## config.mk

```make
export PLATFORM = sky130hd
export DESIGN_NAME = ce1_boot_decoder
export DESIGN_NICKNAME = d
export VERILOG_FILES = /design/src/rtl/ce1_pkg.sv /design/src/rtl/ce1_ctrl.sv /design/src/rtl/ce1_dpath.sv /design/src/rtl/ce1_boot_decoder.sv
export SDC_FILE = /design/constraint.sdc
export NUM_CORES = 1
export LEC_CHECK = 0
export CAP_MARGIN = 20
export CORE_MARGIN = 3
export CORE_UTILIZATION = 33
export DETAILED_ROUTE_END_ITERATION = 10
export PLACE_DENSITY_LB_ADDON = 0.12
export SYNTH_ARGS = -nofsm -noshare
export SYNTH_HDL_FRONTEND = slang
export SYNTH_HIERARCHICAL = 1
export SYNTH_SLANG_ARGS = --single-unit
```

## constraint.sdc

```tcl
create_clock -name clk -period 8.65 [get_ports clk]
set_clock_uncertainty 0.1 [all_clocks]
set_input_delay 2.595 -clock clk [delete_from_list [all_inputs] [get_ports clk]]
set_output_delay 2.595 -clock clk [all_outputs]
set_load 0.01 [all_outputs]
```

## src/rtl/ce1_pkg.sv

```systemverilog
package ce1_pkg;
  localparam int SEL_W    = 10;
  localparam int SEL_BOOT = 0;
  localparam int SEL_SRAM = 1;
  localparam int SEL_LSTD = 2;
  localparam int SEL_LFST = 3;
  localparam int SEL_LRDY = 4;
  localparam int SEL_PCI  = 5;
  localparam int SEL_PAGE = 6;
  localparam int SEL_VREG = 7;
  localparam int SEL_IACK = 8;
  localparam int SEL_VWIN = 9;

  typedef struct packed {
    logic pageWr;
    logic pageRd;
  } ce1_strobe_t;
endpackage

```

## src/rtl/ce1_ctrl.sv

```systemverilog
module ce1_ctrl
  import ce1_pkg::*;
#(
  parameter int HI_W = 9
) (
  input  logic             clk,
  input  logic             rstN,
  input  logic             strobe,
  input  logic             wrEn,
  input  logic             nodeA,
  input  logic             timerPin,
  input  logic [HI_W-1:0]  offHi,
  output logic [SEL_W-1:0] sel,
  output logic             readyMode,
  output logic             errPulse,
  output ce1_strobe_t      strb
);
  localparam int B_TOP = HI_W - 1;   // offset bit 19
  localparam int B_WIN = HI_W - 2;   // offset bit 18

  logic refValid, refLevel, runMode, strobeQ, reserved;
  logic [SEL_W-1:0] hit;

  // R2 mode latch: sample reference, then arm on first level change
  always_ff @(posedge clk or negedge rstN) begin
    if (!rstN) begin
      refValid <= 1'b0;
      refLevel <= 1'b0;
      runMode  <= 1'b0;
    end else if (!refValid) begin
      refValid <= 1'b1;
      refLevel <= timerPin;
    end else if (timerPin != refLevel) begin
      runMode <= 1'b1;
    end
  end

  // region decode
  always_comb begin
    hit      = '0;
    reserved = 1'b0;
    if (!runMode) begin
      hit[SEL_BOOT] = 1'b1;
    end else if (!offHi[B_TOP]) begin
      hit[SEL_SRAM] = 1'b1;
    end else if (offHi[B_WIN]) begin
      hit[SEL_VWIN] = 1'b1;
    end else begin
      case (offHi[6:5])
        2'd0: if (nodeA) hit[SEL_LSTD] = 1'b1; else reserved = 1'b1;
        2'd1: if (nodeA) hit[SEL_LFST] = 1'b1; else reserved = 1'b1;
        2'd2: if (nodeA) hit[SEL_LRDY] = 1'b1; else reserved = 1'b1;
        default: begin
          if (offHi[4:0] == 5'b00000)      hit[SEL_PCI]  = 1'b1;
          else if (offHi[4:2] == 3'b010)   hit[SEL_PAGE] = 1'b1;
          else if (offHi[4:2] == 3'b100)   hit[SEL_VREG] = 1'b1;
          else if (offHi[4:3] == 2'b11 && !wrEn) hit[SEL_IACK] = 1'b1;
          else reserved = 1'b1;
        end
      endcase
    end
  end

  assign sel         = strobe ? hit : '0;
  assign readyMode   = sel[SEL_LRDY];
  assign strb.pageWr = sel[SEL_PAGE] & wrEn;
  assign strb.pageRd = sel[SEL_PAGE] & ~wrEn;

  // R10 error pulse on first strobe cycle of a reserved access
  always_ff @(posedge clk or negedge rstN) begin
    if (!rstN) begin
      strobeQ  <= 1'b0;
      errPulse <= 1'b0;
    end else begin
      strobeQ  <= strobe;
      errPulse <= strobe & ~strobeQ & reserved;
    end
  end

  a_r2_run_sticky: assert property (@(posedge clk) disable iff (!rstN)
    runMode |=> runMode);
  a_r3_onehot: assert property (@(posedge clk) disable iff (!rstN)
    $onehot0(sel));
  a_r3_idle_quiet: assert property (@(posedge clk) disable iff (!rstN)
    !strobe |-> (sel == '0));
  a_r1_boot_only: assert property (@(posedge clk) disable iff (!rstN)
    !runMode |-> (sel[SEL_W-1:1] == '0));
  a_r6_no_link: assert property (@(posedge clk) disable iff (!rstN)
    !nodeA |-> (sel[SEL_LRDY:SEL_LSTD] == 3'b000));
  a_r10_err_single: assert property (@(posedge clk) disable iff (!rstN)
    errPulse |=> !errPulse);
  a_r1_boot_no_err: assert property (@(posedge clk) disable iff (!rstN)
    !runMode |=> !errPulse);
endmodule

```

## src/rtl/ce1_dpath.sv

```systemverilog
module ce1_dpath
  import ce1_pkg::*;
#(
  parameter int PAGE_W = 12,
  parameter int LOW_W  = 18,
  parameter int DATA_W = 32
) (
  input  logic              clk,
  input  logic              rstN,
  input  ce1_strobe_t       strb,
  input  logic [PAGE_W-1:0] wrData,
  input  logic [LOW_W-1:0]  offLo,
  output logic [DATA_W-1:0] rdData,
  output logic [DATA_W-1:0] vmeAddr
);
  localparam int PAD_W = DATA_W - PAGE_W;

  logic [PAGE_W-1:0] pageQ;

  always_ff @(posedge clk or negedge rstN) begin
    if (!rstN)            pageQ <= '0;
    else if (strb.pageWr) pageQ <= wrData;
  end

  assign rdData  = strb.pageRd ? {{PAD_W{1'b0}}, pageQ} : '0;
  assign vmeAddr = {pageQ, offLo, 2'b00};

  a_r8_page_hold: assert property (@(posedge clk) disable iff (!rstN)
    !strb.pageWr |=> $stable(pageQ));
  a_r8_page_load: assert property (@(posedge clk) disable iff (!rstN)
    strb.pageWr |=> (pageQ == $past(wrData)));
endmodule

```

## src/rtl/ce1_boot_decoder.sv

```systemverilog
module ce1_boot_decoder
  import ce1_pkg::*;
#(
  parameter int OFF_W  = 20,
  parameter int PAGE_W = 12,
  parameter int DATA_W = 32
) (
  input  logic              clk,
  input  logic              rstN,
  input  logic              strobe,
  input  logic              wrEn,
  input  logic [OFF_W-1:0]  offset,
  input  logic [PAGE_W-1:0] wrData,
  input  logic              timerPin,
  input  logic              nodeA,
  output logic [SEL_W-1:0]  sel,
  output logic              readyMode,
  output logic [DATA_W-1:0] rdData,
  output logic [DATA_W-1:0] vmeAddr,
  output logic              errPulse
);
  localparam int HI_LSB = 11;
  localparam int HI_W   = OFF_W - HI_LSB;
  localparam int LOW_W  = OFF_W - 2;

  ce1_strobe_t strb;

  ce1_ctrl #(.HI_W(HI_W)) uCtrl (
    .clk(clk), .rstN(rstN), .strobe(strobe), .wrEn(wrEn), .nodeA(nodeA),
    .timerPin(timerPin), .offHi(offset[OFF_W-1:HI_LSB]), .sel(sel),
    .readyMode(readyMode), .errPulse(errPulse), .strb(strb)
  );

  ce1_dpath #(.PAGE_W(PAGE_W), .LOW_W(LOW_W), .DATA_W(DATA_W)) uDpath (
    .clk(clk), .rstN(rstN), .strb(strb), .wrData(wrData),
    .offLo(offset[LOW_W-1:0]), .rdData(rdData), .vmeAddr(vmeAddr)
  );
endmodule

```

==> results_dict.tcl, run 1 <==
set metrics [dict create \
    path_class "primary input to output pin" \
    drc 0 \
    ctsHtreeMaxLevel 1 \
    clockBufferDepth 2 \
    rsz0062_at_grt "no" \
    status "finished, final reports clean" \
    worstPathArrival_ns 5.07 \
    min-delay-start "uCtrl/refValid" \
    finalPower_uw 181.6 \
    hold_buffers 0 \
    maxSlewViolCount 0 \
    setup_tns_ns 0 \
    ys_seq_elements 17 \
    timing.hold.ws_ns 0.3890 \
    drt_first_pass_iters 4 \
    cp-start-kind "primary input" \
    antenna_found_initial 0 \
    ys_seq_area_frac 0.3494 \
    overflow 0 \
    cts_tree "yes" \
    final_cell_mix "clkdlybuf4s50_1, conb_1, dfrtp_1, and2_1, mux2_4" \
    crit_path_end_kind "output pin" \
    fin_crit_sh 0.8974 \
    tightest_slew_ns 0.7468 \
    wire_per_inst_um 12.08 \
    reg2reg_depth 4 \
    cts_resized 0 \
    n_antenna_cell 0 \
    seqCellArea_um2 425.4 \
    finalNonFillerCells 212 \
    cp_data_required_time_ns 5.96 \
    path_max_fanout 12 \
    ant_nets 0 \
    grt_max_degree 18 \
    place_hpwl_um 2123 \
    io_pins 114 \
    nets 205 \
    post_cts_buffers 0 \
    cts.sinks 17 \
    insertion_delay_ns 0.24 \
    slew_headroom 0.5021 \
    start_util 0.3537 \
    drv_cap 0 \
    num_vias 901 \
    gp_congestion 0.6619 \
    yosysWarnings 6 \
    setup_viol 0 \
    portBuffers 69 \
    syn_inst 115 \
    period_minus_slack_ns 7.762 \
    hold_viol_final 0 \
    drive_above_1_share 0.1205 \
    coreArea_um2 3442 \
    numCtsBuffers 3 \
    viasPerCell 4.250 \
    fp-row-count 21 \
    grt_pass1_wl_um 3815 \
    area_growth_syn_to_layout_pct 45.12 \
    nFillCells 316 \
    max_freq_ghz 0.1288 \
    die_x_um 66.74 \
    die_h_um 66.74 \
    vdd_drop_max_uv 72.31 \
    cellPowerDensity_nw_per_um2 102.8 \
    startpoint "offset[17]" \
    min_path_cells 1 \
    cts.clk_slew.worst_paths_ns 0.06 \
    synth_area_per_cell_um2 10.59 \
    synth_cell_types 29 \
    drt_iter0_drc 11 \
    dp_cells 208 \
    grt_pass1_vias 867 \
    r2r-start "uCtrl/runMode" \
    layout_commonest_cell "clkdlybuf4s50_1" \
    grtUsageTotal 0.1119 \
    post-place-ws_ns 0.8638 \
    p_leak_nw 0.7479 \
    cts_root_buf "clkbuf_8" \
    multi_input_area_um2 548.0 \
    die_area_um2 4454 \
    wirelength_um 2561 \
    fin_ws_ns 0.8879 \
    synthesis.area_um2 1217 \
    hold_path.class "register to register" \
]
## cells in the mapped netlist (all sizes together)
cell type  number  share of area
mux2           14           0.16
and4b           1         0.0082
buf            42           0.26
clkbuf          1         0.0031
and2           13          0.067
nor3            3          0.012
nor4            2          0.015
nor2            2         0.0062
and4            1         0.0072
o31a            1         0.0072
nand3           1         0.0041
dfrtp          17           0.35
nand2           4          0.014
a21o            1         0.0062
and3            1         0.0051
and2b           1         0.0062
xor2            1         0.0072
nor4b           1         0.0072
conb            2         0.0062
nand4b          1         0.0072
or4             1         0.0092
a211oi          1         0.0062
nor3b           3          0.023
## worst max-delay path, stage by stage
cell and delay (ns):
clkdlybuf4s50_1 0.57, nand2_2 0.10, or4_4 0.51, nor3b_2 0.53, and2_1 0.22, clkdlybuf4s50_1 0.54
## cell type report
| cell class | instances | area share |
|---|---|---|
| clock buffer | 4 | 0.02550 |
| multi-input combinational | 76 | 0.3102 |
| sequential | 17 | 0.2408 |
| tap | 46 | 0.03258 |
| timing repair buffer | 69 | 0.3909 |
## final timing paths
| kind | slack, ns | endpoint |
|---|---|---|
| setup / recovery | 0.89 | rdData[3] |
| hold / removal | 0.39 | uCtrl/runMode |
| setup reg to reg | 6.43 | uDpath/pageQ[11] |
| hold reg to reg | 0.39 | uCtrl/runMode |
| max in group asynchronous | 5.32 | uDpath/pageQ[11] |
| min in group asynchronous | 2.68 | uDpath/pageQ[6] |
## registers in the layout, indices dropped and copies added, names as in the netlist
signal / cells
uDpath/pageQ: 12
uCtrl/errPulse: 1
uCtrl/refLevel: 1
uCtrl/refValid: 1
uCtrl/runMode: 1
uCtrl/strobeQ: 1
## metrics by stage
step / util / cell area (um2)
floorplan: - / 1296
detailed placement: 0.5002 / 1722
finish: 0.5133 / 1767
global route: 0.5133 / 1767
global placement: 0.5002 / 1722
CTS: 0.5133 / 1767
## per-layer routing
layer | share of wire | up-vias | global-route usage | routed length, um
li1 | - | 423 | - | -
met1 | 0.40 | 405 | 0.1253 | 1012
met2 | 0.45 | 71 | 0.1856 | 1156
met3 | 0.15 | 2 | 0.05228 | 379
met4 | 0.0043 | 0 | 0.03807 | 11
met5 | 0 | - | 0 | 0
## kinds of logic (layout without fill, tap and decap cells)
group / after synthesis / after routing / synth area share
xor gates and xnor gates: 1 / 1 / 0.007196
AOI/OAI and AO/OA: 3 / 3 / 0.01953
other: 2 / 23 / 0.006169
buffers and inverters: 43 / 73 / 0.2652
and+or+nand+nor: 35 / 35 / 0.1922
DFF: 17 / 17 / 0.3494
muxes: 14 / 14 / 0.1603
## power breakdown
group / internal [mW] / switching [mW]
logic: 0.0238 / 0.0169
registers: 0.0831 / 0.00243
clock network: 0.0325 / 0.0229
total: 0.139 / 0.0422
Power figures use the tool's default switching activity.
==> run 2, diff against run 1 <==
--- a/config.mk
+++ b/config.mk
@@ -9,6 +9,7 @@
 export CORE_MARGIN = 3
 export CORE_UTILIZATION = 33
 export DETAILED_ROUTE_END_ITERATION = 10
+export HOLD_SLACK_MARGIN = 0.1
 export PLACE_DENSITY_LB_ADDON = 0.12
 export SYNTH_ARGS = -nofsm -noshare
 export SYNTH_HDL_FRONTEND = slang
==> results of run 2 <==
The final DEF is identical to that of run 1; final timing and power are the same.
==> run 3, diff against run 2 <==
--- a/config.mk
+++ b/config.mk
@@ -10,7 +10,8 @@
 export CORE_UTILIZATION = 33
 export DETAILED_ROUTE_END_ITERATION = 10
 export HOLD_SLACK_MARGIN = 0.1
-export PLACE_DENSITY_LB_ADDON = 0.12
+export PLACE_DENSITY_LB_ADDON = 0.08
+export SKIP_CTS_REPAIR_TIMING = 1
 export SYNTH_ARGS = -nofsm -noshare
 export SYNTH_HDL_FRONTEND = slang
 export SYNTH_HIERARCHICAL = 1
==> run 3 against run 2 <==
  * First-iteration DRC count rose to 4.9 times the previous value
  * Fmax up 0.12%
  * Clock-buffer cell count unchanged
  * Sequential share of layout area unchanged
  * Non-clock buffer count unchanged
  * Hold slack better by 0.0019 ns
  * Final cell count unchanged
  * Critical endpoint is now rdData[2]
  * Largest power group unchanged
==> results_dict.tcl, run 3 (synthesis gave the netlist of run 1 again) <==
set metrics [dict create \
    status "finished, final reports clean" \
    insertion_delay_ns 0.24 \
    layout_commonest_cell "clkdlybuf4s50_1" \
    cts_root_buf "clkbuf_8" \
    cts.sinks 17 \
    utilization 0.5133 \
    grt_pass1_wl_um 4098 \
    grt_max_degree 18 \
    ant_nets 0 \
    grtUsageTotal 0.1182 \
    drc 0 \
    worstPathArrival_ns 5.06 \
    maxSlewViolCount 0 \
    overflow 0 \
    die_h_um 66.74 \
    coreArea_um2 3442 \
    max_stage_delay_ns 0.56 \
    period_minus_slack_ns 7.753 \
    crit_slowest_cell "clkdlybuf4s50_1" \
    portBuffers 69 \
    cp_data_required_time_ns 5.96 \
    cts_tree "yes" \
    drt_iter0_drc 54 \
    viasPerCell 4.189 \
    cts.clk_slew.worst_paths_ns 0.06 \
    vdd_drop_max_uv 87.66 \
    cpMostUsedCell "clkdlybuf4s50_1" \
    hold_viol_final 0 \
    place_hpwl_um 2159 \
    fin_crit_sh 0.8963 \
    cellPowerDensity_nw_per_um2 103.8 \
    crit_path_end_kind "output pin" \
    drv_cap 0 \
    final_cell_mix "clkdlybuf4s50_1, conb_1, dfrtp_1, and2_1, mux2_4" \
    drt_first_pass_iters 2 \
    drive_above_1_share 0.1205 \
    max_freq_ghz 0.1290 \
    slew_headroom 0.4939 \
    fp-row-count 21 \
    path_cells "clkdlybuf4s50_1, nand4b_1, or4_4, nor3b_2, and2_1, clkdlybuf4s50_1" \
    cp-start-kind "primary input" \
    die_x_um 66.74 \
    wirelength_um 2666 \
    numCtsBuffers 3 \
    gp_congestion 0.7160 \
    hold_path.class "register to register" \
    regMostFlops "uDpath/pageQ" \
    rsz0062_at_grt "no" \
    die_area_um2 4454 \
    num_vias 888 \
    clockBufferDepth 2 \
    nets 205 \
    start_util 0.3537 \
    finalPower_uw 183.4 \
    area_growth_syn_to_layout_pct 45.12 \
    tightest_slew_ns 0.7592 \
    grt_pass1_vias 882 \
    wire_per_inst_um 12.58 \
    largest_reg_flops 12 \
    antenna_found_initial 0 \
    p_leak_nw 0.7479 \
    path_max_fanout 12 \
    setup_tns_ns 0 \
    n_antenna_cell 0 \
    setup_viol 0 \
    io_pins 114 \
    ctsHtreeMaxLevel 1 \
    path_class "primary input to output pin" \
]
==> run 3: cell counts in the layout (fill, tap and decap cells not counted) <==
Identical to the previous run, type by type.
==> run 3: final cells by class <==
cell class              instances  area, um2
fillers                       344       1675
repair buffers                 69      690.7
multi-input cells              76      548.0
flip-flops and latches         17      425.4
well taps                      46      57.56
clock buffers                   4      45.04
==> run 3: worst paths after layout <==
check	cells after the start	slack [ns]	to	from
max	6	0.90	rdData[2]	strobe
min	2	0.39	uCtrl/errPulse	uCtrl/strobeQ
max reg2reg	4	6.47	uDpath/pageQ[10]	uCtrl/runMode
min reg2reg	2	0.39	uCtrl/errPulse	uCtrl/strobeQ
max in group asynchronous	1	5.30	uCtrl/refLevel	rstN
min in group asynchronous	1	2.69	uDpath/pageQ[4]	rstN
==> run 3: per-layer routing <==
layer,up-vias,wire (um),global-route usage
li1,428,-,-
met1,398,1109,0.1429
met2,54,1292,0.2030
met3,8,240,0.03879
met4,0,24,0.02538
met5,-,0,0
==> run 3: per-stage QoR <==
step                      instances  instance area, um2  hold WS [ns]  worst slack [ns]
after global routing            212                1767        0.4115            0.6894
after detailed placement        208                1722        0.3808            0.8598
after global placement          208                1722        0.3706            0.9010
after floorplan                 136                1296        0.3584             2.130
final                           212                1767        0.3908            0.8970
after CTS                       212                1767        0.3960            0.8488
==> run 3: worst max-delay path: cells and delay by family <==
| kind | cells | cell delay, ns |
|---|---|---|
| buf+inv | 2 | 1.09 |
| simple gates | 4 | 1.37 |
==> run 3: power by group <==
part | internal, mW | leakage, nW | total, mW | switching, mW
clock network | 0.0326 | 0.0228 | 0.0573 | 0.0247
registers | 0.0831 | 0.223 | 0.0855 | 0.00239
logic | 0.0238 | 0.502 | 0.0406 | 0.0168
